===== src/rtl/sig_round_pkg.sv =====
package sig_round_pkg;

    typedef enum logic [1:0] {
        RM_NEAREST = 2'b00,
        RM_DOWN    = 2'b01,
        RM_UP      = 2'b10,
        RM_CHOP    = 2'b11
    } rmode_e;

    typedef enum logic [1:0] {
        PC_NARROW = 2'b00,
        PC_RSVD   = 2'b01,
        PC_MID    = 2'b10,
        PC_FULL   = 2'b11
    } pcode_e;

    localparam int CTRL_PC_LSB = 8;
    localparam int CTRL_RM_LSB = 10;
    localparam int MASK_W      = 6;

endpackage


===== src/rtl/rnd_prec_sel.sv =====
module rnd_prec_sel
    import sig_round_pkg::*;
#(
    parameter int SIG_W = 64,
    parameter int W_LO  = 24,
    parameter int W_MID = 53
) (
    input  logic [SIG_W-1:0] sig,
    input  logic             g_in,
    input  logic             r_in,
    input  logic             s_in,
    input  pcode_e           pcode,
    output logic [SIG_W-1:0] keep_mask,
    output logic [SIG_W-1:0] unit,
    output logic             rbit,
    output logic             sticky
);
    localparam int NARROW_IDX = 0;
    localparam int MID_IDX    = 1;
    localparam int NUM_RED    = 2;

    logic [SIG_W-1:0] red_keep  [NUM_RED];
    logic [SIG_W-1:0] red_unit  [NUM_RED];
    logic             red_rbit  [NUM_RED];
    logic             red_stk   [NUM_RED];

    // One rounding-point variant for each reduced width
    for (genvar k = 0; k < NUM_RED; k++) begin : g_red
        localparam int WK = (k == NARROW_IDX) ? W_LO : W_MID;
        localparam logic [SIG_W-1:0] ONES   = {SIG_W{1'b1}};
        localparam logic [SIG_W-1:0] KEEP_K = ~(ONES >> WK);
        localparam logic [SIG_W-1:0] UNIT_K = SIG_W'(1) << (SIG_W - WK);
        localparam logic [SIG_W-1:0] RB_K   = UNIT_K >> 1;
        localparam logic [SIG_W-1:0] BELOW_K = RB_K - SIG_W'(1);

        assign red_keep[k] = KEEP_K;
        assign red_unit[k] = UNIT_K;
        assign red_rbit[k] = |(sig & RB_K);
        assign red_stk[k]  = (|(sig & BELOW_K)) | g_in | r_in | s_in;
    end

    always_comb begin
        case (pcode)
            PC_NARROW: begin
                keep_mask = red_keep[NARROW_IDX];
                unit      = red_unit[NARROW_IDX];
                rbit      = red_rbit[NARROW_IDX];
                sticky    = red_stk[NARROW_IDX];
            end
            PC_MID: begin
                keep_mask = red_keep[MID_IDX];
                unit      = red_unit[MID_IDX];
                rbit      = red_rbit[MID_IDX];
                sticky    = red_stk[MID_IDX];
            end
            default: begin
                // full width; the reserved code lands here as well
                keep_mask = {SIG_W{1'b1}};
                unit      = SIG_W'(1);
                rbit      = g_in;
                sticky    = r_in | s_in;
            end
        endcase
    end

endmodule


===== src/rtl/rnd_decide.sv =====
module rnd_decide
    import sig_round_pkg::*;
(
    input  rmode_e mode,
    input  logic   sign,
    input  logic   lsb,
    input  logic   rbit,
    input  logic   sticky,
    output logic   inc,
    output logic   inexact
);
    logic lost;

    always_comb begin
        lost = rbit | sticky;
        case (mode)
            RM_NEAREST: inc = rbit & (sticky | lsb);
            RM_UP:      inc = lost & ~sign;
            RM_DOWN:    inc = lost & sign;
            default:    inc = 1'b0;
        endcase
        inexact = lost;
    end

endmodule


===== src/rtl/rnd_incr.sv =====
module rnd_incr #(
    parameter int SIG_W = 64
) (
    input  logic [SIG_W-1:0] kept,
    input  logic [SIG_W-1:0] unit,
    input  logic             inc,
    output logic [SIG_W-1:0] sig_out,
    output logic             carry
);
    localparam logic [SIG_W-1:0] TOP_ONE = {1'b1, {(SIG_W-1){1'b0}}};

    logic [SIG_W:0] sum;

    always_comb begin
        sum     = {1'b0, kept} + {1'b0, (inc ? unit : {SIG_W{1'b0}})};
        carry   = sum[SIG_W];
        sig_out = carry ? TOP_ONE : sum[SIG_W-1:0];
    end

endmodule


===== src/rtl/sig_round.sv =====
module sig_round
    import sig_round_pkg::*;
#(
    parameter int SIG_W  = 64,
    parameter int CTRL_W = 16,
    parameter int W_LO   = 24,
    parameter int W_MID  = 53
) (
    input  logic              clk,
    input  logic              rst_n,
    input  logic              in_valid,
    input  logic              in_sign,
    input  logic [SIG_W-1:0]  in_sig,
    input  logic              in_guard,
    input  logic              in_round,
    input  logic              in_sticky,
    input  logic [CTRL_W-1:0] in_ctrl,
    output logic              out_valid,
    output logic              out_sign,
    output logic [SIG_W-1:0]  out_sig,
    output logic              out_carry,
    output logic              out_inexact,
    output logic [MASK_W-1:0] out_exc_mask
);
    localparam logic [SIG_W-1:0] TOP_ONE = {1'b1, {(SIG_W-1){1'b0}}};
    localparam int LO_DROP = SIG_W - W_LO;
    localparam int MID_DROP = SIG_W - W_MID;

    typedef struct packed {
        logic              valid;
        logic              sign;
        logic [SIG_W-1:0]  sig;
        logic              carry;
        logic              inexact;
        logic [MASK_W-1:0] mask;
    } stage_t;

    stage_t st_d, st_q;

    pcode_e           pcode;
    rmode_e           rmode;
    logic [SIG_W-1:0] keep_mask;
    logic [SIG_W-1:0] unit;
    logic             rbit;
    logic             sticky;
    logic             lsb;
    logic             inc;
    logic             inexact;
    logic [SIG_W-1:0] rounded;
    logic             carry;

    assign pcode = pcode_e'(in_ctrl[CTRL_PC_LSB +: 2]);
    assign rmode = rmode_e'(in_ctrl[CTRL_RM_LSB +: 2]);
    assign lsb   = |(in_sig & unit);

    rnd_prec_sel #(
        .SIG_W (SIG_W),
        .W_LO  (W_LO),
        .W_MID (W_MID)
    ) u_prec (
        .sig       (in_sig),
        .g_in      (in_guard),
        .r_in      (in_round),
        .s_in      (in_sticky),
        .pcode     (pcode),
        .keep_mask (keep_mask),
        .unit      (unit),
        .rbit      (rbit),
        .sticky    (sticky)
    );

    rnd_decide u_dec (
        .mode    (rmode),
        .sign    (in_sign),
        .lsb     (lsb),
        .rbit    (rbit),
        .sticky  (sticky),
        .inc     (inc),
        .inexact (inexact)
    );

    rnd_incr #(
        .SIG_W (SIG_W)
    ) u_inc (
        .kept    (in_sig & keep_mask),
        .unit    (unit),
        .inc     (inc),
        .sig_out (rounded),
        .carry   (carry)
    );

    always_comb begin
        st_d         = st_q;
        st_d.valid   = in_valid;
        st_d.sign    = in_sign;
        st_d.sig     = rounded;
        st_d.carry   = carry;
        st_d.inexact = inexact;
        st_d.mask    = in_ctrl[MASK_W-1:0];
    end

    always_ff @(posedge clk) begin
        if (!rst_n) begin
            st_q <= '0;
        end else begin
            st_q <= st_d;
        end
    end

    assign out_valid    = st_q.valid;
    assign out_sign     = st_q.sign;
    assign out_sig      = st_q.sig;
    assign out_carry    = st_q.carry;
    assign out_inexact  = st_q.inexact;
    assign out_exc_mask = st_q.mask;

    // a result follows each accepted input after exactly one edge
    a_r1_one_cycle: assert property (@(posedge clk) disable iff (!rst_n)
        out_valid |-> $past(in_valid));
    a_r1_no_drop: assert property (@(posedge clk) disable iff (!rst_n)
        ($past(in_valid) && $past(rst_n)) |-> out_valid);

    // bits below a reduced kept field are cleared
    a_r2_narrow_low_zero: assert property (@(posedge clk) disable iff (!rst_n)
        (out_valid && $past(in_ctrl[CTRL_PC_LSB +: 2]) == PC_NARROW)
            |-> out_sig[LO_DROP-1:0] == '0);
    a_r2_mid_low_zero: assert property (@(posedge clk) disable iff (!rst_n)
        (out_valid && $past(in_ctrl[CTRL_PC_LSB +: 2]) == PC_MID)
            |-> out_sig[MID_DROP-1:0] == '0);

    // truncation never overflows
    a_r6_chop_no_carry: assert property (@(posedge clk) disable iff (!rst_n)
        (out_valid && $past(in_ctrl[CTRL_RM_LSB +: 2]) == RM_CHOP) |-> !out_carry);

    // an exact input leaves the significand untouched
    a_r7_exact_unchanged: assert property (@(posedge clk) disable iff (!rst_n)
        (out_valid && !out_inexact) |-> (out_sig == $past(in_sig) && !out_carry));

    // overflow yields 1.000...0
    a_r8_carry_value: assert property (@(posedge clk) disable iff (!rst_n)
        out_carry |-> (out_sig == TOP_ONE && out_inexact));

    // mask bits travel with the result
    a_r9_mask_pass: assert property (@(posedge clk) disable iff (!rst_n)
        out_valid |-> out_exc_mask == $past(in_ctrl[MASK_W-1:0]));

endmodule


===== config.mk =====
export PLATFORM = sky130hd
export DESIGN_NAME = sig_round
export DESIGN_NICKNAME = d
export VERILOG_FILES = /design/src/rtl/sig_round_pkg.sv /design/src/rtl/rnd_prec_sel.sv /design/src/rtl/rnd_decide.sv /design/src/rtl/rnd_incr.sv /design/src/rtl/sig_round.sv
export SDC_FILE = /design/constraint.sdc
export NUM_CORES = 1
export LEC_CHECK = 0
export ABC_AREA = 1
export BUFFER_PORTS_ARGS = -buffer_cell sky130_fd_sc_hd__buf_2
export CAP_MARGIN = 0
export CORE_UTILIZATION = 54
export CTS_BUF_LIST = sky130_fd_sc_hd__clkbuf_8
export DETAILED_ROUTE_END_ITERATION = 6
export GPL_TIMING_DRIVEN = 0
export HOLD_SLACK_MARGIN = 0.03
export PLACE_DENSITY = 0.81
export SLEW_MARGIN = 25
export SYNTH_ARGS = -nofsm -noshare
export SYNTH_HDL_FRONTEND = slang
export SYNTH_SLANG_ARGS = --single-unit

===== constraint.sdc =====
create_clock -name clk -period 3.1 [get_ports clk]
set_input_delay 0 -clock clk [delete_from_list [all_inputs] [get_ports clk]]
set_output_delay 0 -clock clk [all_outputs]
set_load 0.1 [all_outputs]

## After elaboration in Yosys (flattened, before gate mapping)

Index checks and enable logic that the tools add are counted.

| word-level totals | value |
|---|---|
| flip-flop bits (word level) | 74 |
| latch bits | 0 |
| bits in writable memories | 0 |
| ROM bits | 0 |
| input port bits | 87 |
| output and inout port bits | 74 |
| logic and storage cells | 40 |
| memories | 0 |

| operators by class | value |
|---|---|
| $add $sub $neg | 1 |
| multiply operators | 0 |
| divide/modulo/power cells | 0 |
| magnitude comparators | 0 |
| eq/ne operators | 3 |
| shifts and indexed selects | 0 |
| mux-type cells | 7 |
| bitwise logic cells | 16 |
| reduce and logical (&&, ||, !) cells | 6 |

Operator list:

| operator | count |
|---|---|
| $and A64 B64 Y64 | 2 |
| $pmux W41 S2 | 1 |
| $pmux W40 S2 | 1 |
| $add A64 B64 Y65 | 1 |
| $mux W64 | 1 |
| $reduce_or A64 Y1 | 1 |
| $mux W41 | 1 |
| $reduce_or A39 Y1 | 1 |
| $reduce_or A10 Y1 | 1 |
| $or A1 B1 Y1 | 9 |
| $eq A2 B2 Y1 const B | 2 |
| $logic_not A2 Y1 | 2 |
| $pmux W1 S2 | 2 |
| $and A1 B1 Y1 | 3 |
| $pmux W1 S3 | 1 |
| $eq A2 B1 Y1 const B | 1 |
| $not A1 Y1 | 2 |
| $reduce_or A2 Y1 | 1 |

## Depth between registers and ports, before layout

Gate-level depths: netlist (run 1).

| depth | value |
|---|---|
| depth in word-level cells | 11 |
| depth in mapped cells | 25 |
| mapped depth without buffers | 25 |

## Cells and area by module

A second synthesis (run 1) with hierarchy kept.

| second synthesis, totals | value |
|---|---|
| cells, all modules | 2182 |
| area total of the unflattened synthesis | 11168.2 sq um |

By module, submodules not included:

| module | instances | cells each | area an instance (sq um) | seq. area each (sq um) |
|---|---|---|---|---|
| rnd_incr | 1 | 1509 | 6875.3 | 0.0 |
| sig_round | 1 | 477 | 3046.7 | 1481.4 |
| rnd_prec_sel | 1 | 177 | 1142.3 | 0.0 |
| rnd_decide | 1 | 19 | 103.8 | 0.0 |

## Worst setup path before layout (run 1)

OpenSTA, ideal clock, no wires.

| timing | value |
|---|---|
| kind | input to register |
| from | in in_ctrl[8] |
| to | reg st_q, in the netlist out_sig[54] |
| library setup time | 113 ps |
| arrival time | 2416 ps |
| required time | 2987 ps |
| slack | 572 ps |
| cell stages on the path | 22 |
| path buffers | 4 |
| cell sequence | buf_6 nor2_4 buf_8 buf_6 nand2_1 nand3_1 nand2_1 nand2_1 nand2_1 nor2_1 ha_1 ha_1 nand3_1 nor2_2 nand3_1 nand2_1 nand3_2 nand3_2 buf_6 inv_2 nand2_1 nor2_1 |

| between the ends | value |
|---|---|
| word-level cells in the longest chain between the ends | 10 |
| elaborated cells on any way between the ends | 18 |
| those cells by class | add/sub (1); eq/ne (1); mux (6); bitwise (7); reduce/logical (3) |

Ends and longest elaborated chain:

| element | RTL line | text |
|---|---|---|
| from (decl) | sig_round.sv:17 | `input logic [CTRL_W-1:0] in_ctrl,` |
| $eq A2 B2 Y1 / $logic_not A2 Y1 (equally long branches) | rnd_prec_sel.sv:43 | `case (pcode)` |
| $pmux W41 S2 | rnd_prec_sel.sv:43 |  |
| $and A64 B64 Y64 | sig_round.sv:54 | `assign lsb = \|(in_sig & unit);` |
| $reduce_or A64 Y1 | sig_round.sv:54 |  |
| $or A1 B1 Y1 | rnd_decide.sv:17 | `RM_NEAREST: inc = rbit & (sticky \| lsb);` |
| $and A1 B1 Y1 | rnd_decide.sv:17 |  |
| $pmux W1 S3 | rnd_decide.sv:16 | `case (mode)` |
| $mux W41 | rnd_incr.sv:15 | `sum = {1'b0, kept} + {1'b0, (inc ? unit : {SIG_W{1'b0}})};` |
| $add A64 B64 Y65 * | rnd_incr.sv:15 |  |
| $reduce_or A2 Y1 (no line) | -- |  |
| to (signal assigned) | sig_round.sv:106 | `st_q <= st_d;` |
| to (decl) | sig_round.sv:38 | `stage_t st_d, st_q;` |

Mark *: on every way between the ends. The rest lies on a longest branch, timed or not.
A chain may end at the register's enable or synchronous reset.

## Worst setup path in the final report (run 1)

| timing | value |
|---|---|
| from | in in_ctrl[9] |
| to | reg st_q, in the netlist out_sig[54] |

Same word-level chain as after synthesis.

==> impl_metrics.tcl, run 1 <==
set metrics [dict create \
    ys_ff_latch 74 \
    cts_made_buffers 9 \
    ant_nets 0 \
    dr.pass1.iters 7 \
    setup_viol 0 \
    wl_um 18260 \
    finalPower_mw 2.723 \
    die_x_um 99.41 \
    placementRows 35 \
    syn_inst 855 \
    synth_cell_type_count 32 \
    via_per_inst 5.335 \
    leakage_nw 3.415 \
    fin_crit_sh_pct 94.31 \
    wl_per_cell_um 15.43 \
    crit_path_end_kind "flop" \
    clockRootBuffer "clkbuf_8" \
    clock-sinks 74 \
    setup_slack_ns 0.1764 \
    synth_area_um2 5124 \
    place_congestion 1.006 \
    design.die.area_um2 9881 \
    h-tree-depth 3 \
    p_per_area_nw_per_um2 401.0 \
    path_delay_family "simple AND/OR/NAND/NOR gates" \
    numPortBuffers 153 \
    diodes 0 \
    min_path_type "input port to flop" \
    status "finished, final reports clean" \
    place_ws_ns -0.3514 \
    crit_path_start_kind "input port" \
    cp_cell_sequence "buf_2, nor2_4, buf_12, buf_6, nand2_1, nand3_1, nand2_1, nand2_1, nand2_1, nor2_1, ha_1, ha_1, nand3_2, nor2_4, nand3_1, nand2_4, nand3_2, nand3_2, buf_6, inv_2, nand2_1, nor2_1" \
    coreArea_um2 9196 \
    dp_hpwl_um 13740 \
    critPathArrivalTime_ns 3.18 \
    grt_max_degree 15 \
    cp_common_cell "nand2_1" \
    antenna_found_initial 0 \
    ir_drop_v 0.0002865 \
    drc 0 \
    yosysWarnings 0 \
    slew_headroom_pct 57.50 \
    grt_remaining_overflow 0 \
    tightest_slew_ns 0.6375 \
    path_buf_inv 5 \
    critPathKind "input port to flop" \
    clk_path_buf_depth 2 \
    fin_crit_ns 2.924 \
    hold_viol 0 \
    critPathMaxFanout 10 \
    slowest_delay_ns 0.27 \
    drv_cap 0 \
    slew_viol_final 0 \
    grt_pass1_wl_um 28890 \
    initial_core_util_pct 55.71 \
    synth-seq-area-share_pct 28.91 \
    cts_tree "yes" \
    synth_edf_count 0 \
    grt_usage_pct 37.84 \
    synth_ff_type "dfxtp_1" \
    final_layout_size_suffix_gt1_share_pct 21.64 \
    num_io_pins 161 \
    path_clk_slew_ns 0.09 \
    syn_nets 949 \
    layout.nets 1161 \
    vias 6311 \
    slowest_stage "nor2_4" \
    syn_area_per_cell_um2 5.993 \
    synth_async_sr_flop_share_pct 0 \
    grt_pass1_vias 5946 \
    drt_iter0_drc 590 \
    max_freq_mhz 342.0 \
    fillCellCount 811 \
    critPathRequiredTime_ns 3.36 \
    fp.dieH_um 99.41 \
    rsz0062_at_grt "no" \
    fin_area_um2 6790 \
    synthToLayoutAreaGrowth_pct 32.53 \
    dpl_cell_area_um2 6028 \
]
## layout make-up
class                           instances  area, µm²  share of cell area, %
Sequential cell                        74       1481                  21.82
Multi-Input combinational cell        650       3131                  46.10
Clock buffer                            9      123.9                  1.824
Inverter                              116      439.2                  6.468
Tap cell                              111      138.9                  2.045
Timing Repair Buffer                  201       1244                  18.32
Buffer                                 15      133.9                  1.972
Clock inverter                          7      98.84                  1.456
## flip-flops by register name (all words and copies together), names as in the netlist
| register | count |
|---|---|
| out_sig | 64 |
| out_exc_mask | 6 |
| out_carry | 1 |
| out_inexact | 1 |
| out_sign | 1 |
| out_valid | 1 |
## layout by cell type (no fill, tap or decap), types with 8 or more instances in the layout
cell type      Yosys  routed
xor2_1            12      12
nor3_1            22      22
inv_1            113     112
nand3_1           89      88
nor2_4            12      14
nand2_2            7       8
buf_2              1     154
o21ai_0           16      16
dlygate4sd3_1      0      47
a21oi_1           46      46
dfxtp_1           74      74
nor2_2             9      10
clkbuf_8           0       9
nor2_1           151     148
nand4_1           12      12
nand2_1          236     233
## cell usage after synthesis, types with 3 or more instances
library cell	n	area [µm²]
nand2_1	236	885.9
nor2_1	151	566.8
inv_1	113	424.2
nand3_1	89	445.4
dfxtp_1	74	1481
a21oi_1	46	230.2
nor3_1	22	110.1
o21ai_0	16	80.08
nand4_1	12	75.07
nor2_4	12	135.1
xor2_1	12	105.1
nor2_2	9	56.30
ha_1	7	87.58
nand2_2	7	43.79
buf_6	6	67.56
xnor2_1	6	52.55
nand3_2	5	50.05
buf_4	4	30.03
nand3b_1	4	30.03
clkbuf_1	3	11.26
inv_2	3	11.26
nor4_1	3	18.77
or2_0	3	18.77
## power by group
group          switching, mW  total, mW  internal (mW)
Combinational          0.648      0.853          0.205
Sequential            0.0107       1.01           1.00
Clock                  0.401      0.859          0.459
## layer usage
metal / share of wire, % / GRT usage [%]
met1: 41 / 49.65
met2: 44 / 59.51
met3: 12 / 10.05
met4: 3.0 / 14.37
met5: 0 / 0
## worst paths after layout
| kind | start | end | slack, ns | depth (start not counted) |
|---|---|---|---|---|
| worst max-delay path | in_ctrl[9] | out_sig[54] | 0.18 | 22 |
| worst min-delay path | in_sig[34] | out_sig[34] | 0.04 | 4 |
## cell families (layout without fill, tap and decap cells)
group	count (synthesis)	in the layout	share of synthesized area, %
fa+ha+maj	7	7	1.709
xor+xnor	18	18	3.077
compound gates	64	64	6.300
buf+inv	131	348	11.01
simple gates	561	561	48.99
flops	74	74	28.91
## what timing repair did
item,4_1_cts,5_1_grt
pin swaps,0,1
hold buffers,47,0
endpoints found under the hold margin,47,0
buffers inserted,0,1
endpoints found under the setup margin,1,63
gates resized for setup,1,14
## metrics by stage
stage,util [%],hold WS (ns),TNS (ns),instances
after floorplan,-,0.09345,0,855
after global placement,65.55,0.1817,-16.66,1119
after detailed placement,65.55,0.1856,-15.77,1119
after CTS,73.12,0.03134,0,1182
after global routing,73.84,0.05566,0,1183
final,73.84,0.03852,0,1183
Power figures use the tool's default switching activity.
==> inputs of run 2 (changes only) <==
--- a/config.mk
+++ b/config.mk
@@ -13,7 +13,7 @@
 export DETAILED_ROUTE_END_ITERATION = 6
 export GPL_TIMING_DRIVEN = 0
 export HOLD_SLACK_MARGIN = 0.03
-export PLACE_DENSITY = 0.81
+export PLACE_DENSITY = 0.89
 export SLEW_MARGIN = 25
 export SYNTH_ARGS = -nofsm -noshare
 export SYNTH_HDL_FRONTEND = slang
==> run 2 against run 1 <==
- total power grew 3.8%
- sequential cell count is the same
- combinational power grew 0.8%
- first-iteration DRC count shrank 8.3%
- routed wire length grew 6.1%
- die area is the same
- critical path depth shrank 1
- final area grew 0.29%
- sequential power is essentially flat
- global-route usage grew 1.5 points
- critical path type unchanged
- largest cell class unchanged
- highest routed layer unchanged
==> impl_metrics.tcl, run 2 (same netlist as run 1, synthesis figures left out) <==
set metrics [dict create \
    wl_um 19370 \
    crit_path_start_kind "input port" \
    clock-sinks 74 \
    dp_hpwl_um 14410 \
    final_layout_size_suffix_gt1_share_pct 21.64 \
    grt_remaining_overflow 0 \
    tightest_slew_ns 0.6010 \
    critPathRequiredTime_ns 3.36 \
    fp.dieH_um 99.41 \
    grt_pass1_vias 6035 \
    layout.nets 1161 \
    drt_iter0_drc 541 \
    place_ws_ns -0.2876 \
    drv_cap 0 \
    leakage_nw 3.422 \
    ir_drop_v 0.0002997 \
    grt_pass1_wl_um 29770 \
    cts_made_buffers 9 \
    fin_area_um2 6810 \
    antenna_found_initial 0 \
    initial_core_util_pct 55.71 \
    largest_reg_flops 64 \
    design.die.area_um2 9881 \
    grt_max_degree 15 \
    whs_ns 0.03832 \
    dpl_cell_area_um2 6028 \
    diodes 0 \
    h-tree-depth 3 \
    wl_per_cell_um 16.38 \
    layout_commonest_cell "nand2_1" \
    grt_usage_pct 39.32 \
    path_clk_slew_ns 0.09 \
    critPathKind "input port to flop" \
    slew_headroom_pct 59.93 \
    place_congestion 1.016 \
    crit_path_end_kind "flop" \
    clockRootBuffer "clkbuf_8" \
    wl_met1_um 7811 \
    status "finished, final reports clean" \
    vias 6531 \
    synthToLayoutAreaGrowth_pct 32.92 \
    wl_met3_um 2155 \
    critPathArrivalTime_ns 3.26 \
    final_cell_mix "nand2_1, buf_2, nor2_1" \
    clk_path_buf_depth 2 \
    die_x_um 99.41 \
    num_io_pins 161 \
    coreArea_um2 9196 \
    min_path_type "input port to flop" \
    critPathMaxFanout 10 \
    cp-startpoint "in_sig[39]" \
    max_freq_mhz 333.3 \
    ant_nets 0 \
    drc 0 \
    slew_viol_final 0 \
    setup_slack_ns 0.09968 \
    top_layer "met4" \
    met2WireLength_um 8751 \
    numPortBuffers 153 \
    setup_viol 0 \
    fin_crit_sh_pct 96.78 \
    placementRows 35 \
    dr.pass1.iters 6 \
    hold_viol 0 \
    p_per_area_nw_per_um2 414.8 \
    via_per_inst 5.521 \
    crit_end "out_sig[53]" \
    cts_tree "yes" \
    fin_crit_ns 3.000 \
]
## run 2: where the power goes
group / switching [mW] / leakage [nW] / internal [mW] / total [mW]
Clock: 0.410 / 0.121 / 0.543 / 0.953
Sequential: 0.0113 / 0.614 / 1.00 / 1.01
Combinational: 0.658 / 2.69 / 0.203 / 0.860
## run 2: per-stage QoR
step	utilization (%)	setup TNS, ns	total power, mW	cells
3_5_place_dp	65.55	-15.34	1.821	1119
3_3_place_gp	65.55	-14.10	1.818	1119
5_1_grt	74.05	-0.3833	2.910	1183
4_1_cts	73.25	0	2.804	1181
6_report	74.05	0	2.825	1183
2_1_floorplan	-	0	1.620	855
## run 2: per-layer routing
| metal | vias up | GRT usage (%) |
|---|---|---|
| met4 | 0 | 13.91 |
| met3 | 73 | 7.941 |
| li1 | 3115 | - |
| met1 | 2933 | 52.09 |
| met2 | 410 | 63.62 |
| met5 | - | 0 |
## run 2: worst max-delay path, cell delays in order
cell and delay (ns):
dlygate4sd3_1 0.52, buf_2 0.09, inv_1 0.07, nor2_1 0.18, nor2_1 0.07, nand3_1 0.10, nand2_1 0.06, nand2_1 0.05
nand2_1 0.10, nor2_1 0.19, ha_4 0.18, nand2_1 0.18, nor2_1 0.25, inv_1 0.10, nor2_1 0.26, nand3_1 0.26
nand3_4 0.21, buf_6 0.18, inv_2 0.07, nand2_1 0.06, nor2_1 0.04
## run 2: repair_timing
action / 4_1_cts / 5_1_grt
hold endpoints to repair: 43 / 0
gates resized for setup: 0 / 14
hold buffers: 46 / 0
endpoints found under the setup margin: 0 / 63
buffers inserted: 0 / 2
## run 2: how the worst min path moves through the flow
| stage | start | endpoint | slack, ns | cells after the start |
|---|---|---|---|---|
| 2_1_floorplan | in_sign | out_sign | 0.09 | 2 |
| 3_3_place_gp | in_ctrl[5] | out_exc_mask[5] | 0.18 | 3 |
| 3_5_place_dp | in_ctrl[4] | out_exc_mask[4] | 0.19 | 3 |
| 4_1_cts | in_ctrl[8] | out_sig[9] | 0.03 | 4 |
| 5_1_grt | in_sig[48] | out_sig[48] | 0.05 | 4 |
| 6_report | in_sig[48] | out_sig[48] | 0.04 | 4 |
## run 2: layout make-up
cell class / count / area, µm²
Buffer: 15 / 131.4
Clock buffer: 9 / 123.9
Tap cell: 111 / 138.9
Timing Repair Buffer: 201 / 1241
Inverter: 116 / 439.2
Clock inverter: 7 / 123.9
Sequential cell: 74 / 1481
Multi-Input combinational cell: 650 / 3131
Fill cell: 786 / 2386
